File: src/rtl/serial_csr_pkg.sv
package serial_csr_pkg;

    localparam int WORD_W = 16;
    localparam int IDX_W  = 3;
    localparam int FLAG_W = 4;

    // word index decode; index = byte offset / 2
    typedef enum logic [IDX_W-1:0] {
        IDX_CFG   = 3'd0,
        IDX_STAT  = 3'd1,
        IDX_MASK  = 3'd2,
        IDX_DATA  = 3'd3,
        IDX_RSV0  = 3'd4,
        IDX_RSV1  = 3'd5,
        IDX_DIVLO = 3'd6,
        IDX_DIVHI = 3'd7
    } reg_idx_e;

    // bit positions inside the configuration word
    localparam int CF_LEN_LSB = 0;
    localparam int CF_LEN_W   = 5;
    localparam int CF_RXCE    = 8;
    localparam int CF_RXDE    = 9;
    localparam int CF_TXM_LSB = 10;
    localparam int CF_TXM_W   = 3;
    localparam int CF_RXCP    = 13;

    typedef struct packed {
        logic                rxc_pol;
        logic [CF_TXM_W-1:0] txc_mode;
        logic                rxd_edge_en;
        logic                rxc_edge_en;
        logic [CF_LEN_W-1:0] frame_len;
    } cfg_t;

    function automatic logic [WORD_W-1:0] cfg_to_word(cfg_t c);
        logic [WORD_W-1:0] w;
        w = '0;
        w[CF_LEN_LSB +: CF_LEN_W] = c.frame_len;
        w[CF_RXCE]                = c.rxc_edge_en;
        w[CF_RXDE]                = c.rxd_edge_en;
        w[CF_TXM_LSB +: CF_TXM_W] = c.txc_mode;
        w[CF_RXCP]                = c.rxc_pol;
        return w;
    endfunction

    function automatic cfg_t word_to_cfg(logic [WORD_W-1:0] w);
        cfg_t c;
        c.frame_len   = w[CF_LEN_LSB +: CF_LEN_W];
        c.rxc_edge_en = w[CF_RXCE];
        c.rxd_edge_en = w[CF_RXDE];
        c.txc_mode    = w[CF_TXM_LSB +: CF_TXM_W];
        c.rxc_pol     = w[CF_RXCP];
        return c;
    endfunction

endpackage

File: src/rtl/serial_csr_bus.sv
module serial_csr_bus (
    input  logic clk_i,
    input  logic rst_i,
    input  logic cyc_i,
    input  logic stb_i,
    output logic take_o,
    output logic ack_o
);

    typedef struct packed {
        logic ack;
    } bus_st_t;

    bus_st_t s_d, s_q;

    always_comb begin
        s_d    = s_q;
        // a request is taken only when no ack is outstanding
        take_o = cyc_i && stb_i && !s_q.ack;
        s_d.ack = take_o;
    end

    always_ff @(posedge clk_i) begin
        if (rst_i) s_q <= '0;
        else       s_q <= s_d;
    end

    assign ack_o = s_q.ack;

    AST_ACK_SINGLE: assert property (@(posedge clk_i) disable iff (rst_i)
        ack_o |=> !ack_o);
    AST_ACK_AFTER_REQ: assert property (@(posedge clk_i) disable iff (rst_i)
        $rose(ack_o) |-> $past(cyc_i && stb_i));

endmodule

File: src/rtl/serial_csr_file.sv
module serial_csr_file
    import serial_csr_pkg::*;
#(
    parameter int DIV_W = 20
) (
    input  logic              clk_i,
    input  logic              rst_i,
    input  logic              wr_i,
    input  logic [IDX_W-1:0]  idx_i,
    input  logic [WORD_W-1:0] wdata_i,
    output cfg_t              cfg_o,
    output logic [FLAG_W-1:0] mask_o,
    output logic [DIV_W-1:0]  div_o
);

    localparam int DIV_HI_W = DIV_W - WORD_W;

    typedef struct packed {
        cfg_t              cfg;
        logic [FLAG_W-1:0] mask;
        logic [DIV_W-1:0]  div;
    } file_st_t;

    file_st_t f_d, f_q;

    always_comb begin
        f_d = f_q;
        if (wr_i) begin
            case (idx_i)
                IDX_CFG:   f_d.cfg  = word_to_cfg(wdata_i);
                IDX_MASK:  f_d.mask = wdata_i[FLAG_W-1:0];
                IDX_DIVLO: f_d.div[WORD_W-1:0] = wdata_i;
                IDX_DIVHI: f_d.div[DIV_W-1:WORD_W] = wdata_i[DIV_HI_W-1:0];
                default:   f_d = f_q;
            endcase
        end
    end

    always_ff @(posedge clk_i) begin
        if (rst_i) f_q <= '0;
        else       f_q <= f_d;
    end

    assign cfg_o  = f_q.cfg;
    assign mask_o = f_q.mask;
    assign div_o  = f_q.div;

    AST_MASK_HOLD: assert property (@(posedge clk_i) disable iff (rst_i)
        !wr_i |=> $stable(mask_o));

endmodule

File: src/rtl/serial_csr_status.sv
module serial_csr_status
    import serial_csr_pkg::*;
(
    input  logic [FLAG_W-1:0] flags_i,
    input  logic [FLAG_W-1:0] mask_i,
    output logic [WORD_W-1:0] stat_o,
    output logic              irq_o
);

    logic [FLAG_W-1:0] masked;

    for (genvar g = 0; g < FLAG_W; g++) begin : g_mask
        assign masked[g] = flags_i[g] & mask_i[g];
    end

    always_comb begin
        stat_o             = '0;
        stat_o[FLAG_W-1:0] = flags_i;
        stat_o[WORD_W-1]   = |flags_i;
        irq_o              = |masked;
    end

    always_comb begin
        AST_IRQ_NEEDS_MASK: assert (!irq_o || (mask_i != '0));
    end

endmodule

File: src/rtl/serial_csr.sv
module serial_csr
    import serial_csr_pkg::*;
#(
    parameter int DIV_W = 20
) (
    input  logic              clk_i,
    input  logic              rst_i,
    input  logic              wb_cyc_i,
    input  logic              wb_stb_i,
    input  logic              wb_we_i,
    input  logic [2:0]        wb_adr_i,
    input  logic [15:0]       wb_dat_i,
    output logic [15:0]       wb_dat_o,
    output logic              wb_ack_o,
    input  logic [3:0]        fifo_flags_i,
    input  logic [15:0]       rx_data_i,
    output logic              rx_pop_o,
    output logic [15:0]       tx_data_o,
    output logic              tx_push_o,
    output logic [4:0]        frame_len_o,
    output logic              rxc_edge_en_o,
    output logic              rxd_edge_en_o,
    output logic [2:0]        txc_mode_o,
    output logic              rxc_pol_o,
    output logic [DIV_W-1:0]  divisor_o,
    output logic              irq_o
);

    localparam int DIV_HI_W = DIV_W - WORD_W;

    logic              take;
    logic              wr_en;
    cfg_t              cfg;
    logic [FLAG_W-1:0] mask;
    logic [WORD_W-1:0] stat_word;
    logic [WORD_W-1:0] div_hi_word;
    logic [WORD_W-1:0] rmux;

    serial_csr_bus u_bus (
        .clk_i  (clk_i),
        .rst_i  (rst_i),
        .cyc_i  (wb_cyc_i),
        .stb_i  (wb_stb_i),
        .take_o (take),
        .ack_o  (wb_ack_o)
    );

    assign wr_en = take && wb_we_i;

    serial_csr_file #(.DIV_W(DIV_W)) u_file (
        .clk_i   (clk_i),
        .rst_i   (rst_i),
        .wr_i    (wr_en),
        .idx_i   (wb_adr_i),
        .wdata_i (wb_dat_i),
        .cfg_o   (cfg),
        .mask_o  (mask),
        .div_o   (divisor_o)
    );

    serial_csr_status u_status (
        .flags_i (fifo_flags_i),
        .mask_i  (mask),
        .stat_o  (stat_word),
        .irq_o   (irq_o)
    );

    always_comb begin
        div_hi_word                 = '0;
        div_hi_word[DIV_HI_W-1:0]   = divisor_o[DIV_W-1:WORD_W];
    end

    always_comb begin
        case (wb_adr_i)
            IDX_CFG:   rmux = cfg_to_word(cfg);
            IDX_STAT:  rmux = stat_word;
            IDX_MASK:  rmux = {{(WORD_W-FLAG_W){1'b0}}, mask};
            IDX_DATA:  rmux = rx_data_i;
            IDX_DIVLO: rmux = divisor_o[WORD_W-1:0];
            IDX_DIVHI: rmux = div_hi_word;
            default:   rmux = '0;
        endcase
    end

    // data-port side effects and read data, aligned with ack
    typedef struct packed {
        logic [WORD_W-1:0] rdat;
        logic [WORD_W-1:0] txd;
        logic              pop;
        logic              push;
    } port_st_t;

    port_st_t p_d, p_q;

    always_comb begin
        p_d      = p_q;
        p_d.pop  = 1'b0;
        p_d.push = 1'b0;
        if (take) begin
            if (wb_we_i) begin
                if (wb_adr_i == IDX_DATA) begin
                    p_d.push = 1'b1;
                    p_d.txd  = wb_dat_i;
                end
            end else begin
                p_d.rdat = rmux;
                p_d.pop  = (wb_adr_i == IDX_DATA);
            end
        end
    end

    always_ff @(posedge clk_i) begin
        if (rst_i) p_q <= '0;
        else       p_q <= p_d;
    end

    assign wb_dat_o      = p_q.rdat;
    assign tx_data_o     = p_q.txd;
    assign rx_pop_o      = p_q.pop;
    assign tx_push_o     = p_q.push;
    assign frame_len_o   = cfg.frame_len;
    assign rxc_edge_en_o = cfg.rxc_edge_en;
    assign rxd_edge_en_o = cfg.rxd_edge_en;
    assign txc_mode_o    = cfg.txc_mode;
    assign rxc_pol_o     = cfg.rxc_pol;

    AST_POP_WITH_ACK: assert property (@(posedge clk_i) disable iff (rst_i)
        rx_pop_o |-> wb_ack_o);
    AST_PUSH_WITH_ACK: assert property (@(posedge clk_i) disable iff (rst_i)
        tx_push_o |-> (wb_ack_o && $past(wb_we_i)));
    AST_SUMMARY_BIT: assert property (@(posedge clk_i) disable iff (rst_i)
        (wb_ack_o && $past(!wb_we_i && wb_adr_i == IDX_STAT))
        |-> (wb_dat_o[WORD_W-1] == (|wb_dat_o[FLAG_W-1:0])));
    AST_RSV_ZERO: assert property (@(posedge clk_i) disable iff (rst_i)
        (wb_ack_o && $past(!wb_we_i && (wb_adr_i == IDX_RSV0 || wb_adr_i == IDX_RSV1)))
        |-> (wb_dat_o == '0));
    AST_DIV_HOLD: assert property (@(posedge clk_i) disable iff (rst_i)
        !$stable(divisor_o) |-> wb_ack_o);
    AST_CFG_HOLD: assert property (@(posedge clk_i) disable iff (rst_i)
        !$stable(cfg) |-> wb_ack_o);

endmodule

File: config.mk
export PLATFORM = sky130hd
export DESIGN_NAME = serial_csr
export DESIGN_NICKNAME = d
export VERILOG_FILES = /design/src/rtl/serial_csr_pkg.sv /design/src/rtl/serial_csr_bus.sv /design/src/rtl/serial_csr_file.sv /design/src/rtl/serial_csr_status.sv /design/src/rtl/serial_csr.sv
export SDC_FILE = /design/constraint.sdc
export NUM_CORES = 1
export LEC_CHECK = 0
export BUFFER_PORTS_ARGS = -buffer_cell sky130_fd_sc_hd__buf_2
export CAP_MARGIN = 0
export CORE_MARGIN = 2
export CORE_UTILIZATION = 49
export CTS_CLUSTER_SIZE = 8
export DETAILED_ROUTE_END_ITERATION = 16
export PLACE_DENSITY_LB_ADDON = 0.08
export SYNTH_ARGS = -nofsm -noshare
export SYNTH_HDL_FRONTEND = slang
export SYNTH_HIERARCHICAL = 1
export SYNTH_SLANG_ARGS = --single-unit
export TNS_END_PERCENT = 10
File: constraint.sdc
create_clock -name clk_i -period 2.1 [get_ports clk_i]
set_clock_uncertainty 0.05 [all_clocks]
set_input_delay 0.21 -clock clk_i [delete_from_list [all_inputs] [get_ports clk_i]]
set_output_delay 0.21 -clock clk_i [all_outputs]
set_load 0.05 [all_outputs]
==> flow_summary.json <==
{
  "synth_edf_count": 0,
  "gp_congestion": 0.814,
  "start_util_pct": 49.7,
  "multiInputGateArea_um2": 1880,
  "avgSynthCellArea_um2": 10.0,
  "port_buffers": 110,
  "hold_violations": 0,
  "worstMarginPinSlew_ns": 0.609,
  "antenna_found_initial": 0,
  "crit_arrival_ns": 1.91,
  "max_freq_ghz": 0.574,
  "antenna_cells": 0,
  "synth_largest_area_cell": "dfxtp_1",
  "area.growth.synth_to_final_pct": 19.0,
  "rsz0062_at_grt": "false",
  "synth_top_area_share_pct": 39.5,
  "yosys.area_share.simple_pct": 23.6,
  "tritoncts": "yes",
  "core.rowCount": 31,
  "crit_buf_inv": 0,
  "postCtsHoldBufs": 0,
  "status": "completed",
  "synthMuxAreaShare_pct": 14.5,
  "dp_slack_ns": 0.327,
  "dpl.cell_count": 538,
  "via_per_inst": 5.25,
  "synthAdderAreaFrac_pct": 0,
  "path_class": "flop to flop",
  "grt_usage_pct": 22.5,
  "synth-xor-area-share_pct": 0,
  "design.core.area_um2": 7140,
  "setup_slack_ns": 0.356,
  "firstDrtPassIters": 4,
  "stdcell_count": 554,
  "period_share_pct": 83.0,
  "synth_most_common_cell": "dfxtp_1",
  "cpPeakStageDelay_ns": 0.62,
  "vias": 2911,
  "rr_startpoint": "u_bus/ack_o",
  "grt_pass1_vias": 2768,
  "cp_top_family": "simple AND/OR/NAND/NOR gates",
  "cts_buffer_depth": 2,
  "wl_per_cell_um": 16.1,
  "seq_area_frac_synth_pct": 39.5,
  "numClockSinks": 70,
  "postLayoutCellArea_um2": 4220,
  "antenna_left": 0,
  "dpl_cell_area_um2": 4040,
  "crit_path_top_delay_cell": "or4b_4",
  "drc": 0,
  "ff2ff_path_depth": 4,
  "setup_viol": 0,
  "setup_tns_ns": 0,
  "p_leak_nw": 1.93,
  "numCtsBuffers": 9,
  "seqCellArea_um2": 1400,
  "totalWireLength_mm": 8.94,
  "ir_drop_mv": 0.290,
  "io_pins": 111,
  "cp.depth": 4,
  "die_h_um": 89.1,
  "min_to": "tx_data_o[0]",
  "rr_endpoint": "u_file/cfg_o[2]",
  "path_cells": "and3b_2 > and2_1 > or4b_4 > mux2i_1",
  "synth_top_family_by_area": "simple AND/OR/NAND/NOR gates",
  "powerDensity_nw_per_um2": 628,
  "yosys-top-cells-count": "dfxtp_1 (70), nand2b_1 (52), mux2i_1 (43)",
  "async_flop_share_pct": 0,
  "start_kind": "flop",
  "r2r_slack_ns": 0.36,
  "drv_cap": 0,
  "synth.area.top_cells": "dfxtp_1 (40%), mux2i_1 (12%), nand2b_1 (9.2%)",
  "synthDistinctLibCells": 47,
  "syn_inst": 354,
  "dr.first_iter.drc_count": 81,
  "power_mw": 2.65,
  "ys.flop_type": "dfxtp_1",
  "dieArea_um2": 7930,
  "grt_max_degree": 36,
  "cts_root_buf": "clkbuf_8",
  "finalMaxSlewViolations": 0,
  "layout.nets": 494,
  "hold_depth": 3,
  "cts_resized": 0,
  "grt-ovfl-total": 0,
  "timing.final.crit_period_ns": 1.74,
  "dpl.hpwl_mm": 6.60,
  "die_w_um": 89.1,
  "crit_start": "u_bus/ack_o",
  "max_slew_margin_pct": 59.4,
  "grt_pass1_wl_mm": 13.7,
  "clk_latency_ns": 0.34,
  "postCtsSetupRepairBufs": 0,
  "ys_warn_count": 6,
  "htreeDepth": 3,
  "cp.required_ns": 2.27,
  "clk_pin_slew_ns": 0.08,
  "hold_start": "wb_dat_i[0]",
  "hold_path.class": "input pin to flop",
  "n_fill_cell": 679,
  "synth_compound_area_share_pct": 13.9,
  "worstPathMaxFanout": 11,
  "syn_area_um2": 3540,
  "crit_path_end_kind": "flop",
  "layout-drive-gt1-share_pct": 34.5,
  "synth-seq-cells": 70
}
[worst min-delay path: cells and delay by family]
family	cells	cell delay, ns
buffers and inverters	1	0.10
AND/OR/NAND/NOR	1	0.06
AO/OA/AOI/OAI	1	0.05
[cell type report]
cell class | instances | share of cell area [%]
Multi-Input combinational cell | 250 | 44.7
Sequential cell | 70 | 33.2
Inverter | 1 | 0.0890
Tap cell | 99 | 2.94
Clock buffer | 10 | 3.26
Timing Repair Buffer | 118 | 14.8
Clock inverter | 6 | 1.04
[power by group]
part           internal, mW  switching [mW]
Clock                 0.469           0.538
Sequential             1.34         0.00838
Combinational         0.112           0.182
Total                  1.92           0.729
[registers in the layout, indices dropped and copies added, names as in the netlist]
name,cells
u_file/cfg_o,11
rx_pop_o,1
tx_push_o,1
u_bus/ack_o,1
wb_dat_o,16
u_file/div_o,20
u_file/mask_o,4
tx_data_o,16
[layout by cell type (no fill, tap or decap), types with 3 or more instances in the layout]
cell type    n
a211oi_1     6
a21oi_1     16
a221o_1     12
a22o_1       5
a22oi_1      3
and4b_2      8
and4bb_2     3
buf_2      110
buf_4        7
clkbuf_8    10
conb_1      11
dfxtp_1     70
inv_6        3
mux2_2       3
mux2i_1     43
nand2_1      4
nand2b_1    52
nand3_1     16
nor2_1       4
nor2b_1      6
nor3_2       3
nor3b_1      7
o21ai_0     17
o2bb2ai_1    7
[layer usage]
layer	vias to the layer above	wire length [um]	global-route usage [%]
met5	-	0	0
met2	84	4050	35.8
met4	0	70	8.01
li1	1461	-	-
met3	7	503	3.79
met1	1359	4310	30.8
[stage by stage]
stage | utilization (%) | hold WS (ns)
finish | 59.1 | 0.0752
global route | 59.1 | 0.0762
detailed placement | 56.6 | 0.411
global placement | 56.6 | 0.407
CTS | 59.1 | 0.0591
floorplan | - | 0.308
[worst max path at each step]
stage	end	slack, ns
after detailed placement	wb_dat_o[2]	0.33
after global routing	u_file/cfg_o[10]	0.27
final	u_file/cfg_o[2]	0.36
after CTS	u_file/cfg_o[2]	0.36
after global placement	wb_dat_o[2]	0.38
after floorplan	u_file/div_o[10]	0.19
[cells by family (layout without fill, tap and decap cells)]
kind of cell           after synthesis  after routing
AND/OR/NAND/NOR                    121            121
buffers and inverters               44            135
flip-flops                          70             70
multiplexers                        48             48
AO/OA/AOI/OAI                       70             70
other                                1             11
(Power assumes the default switching activity.)
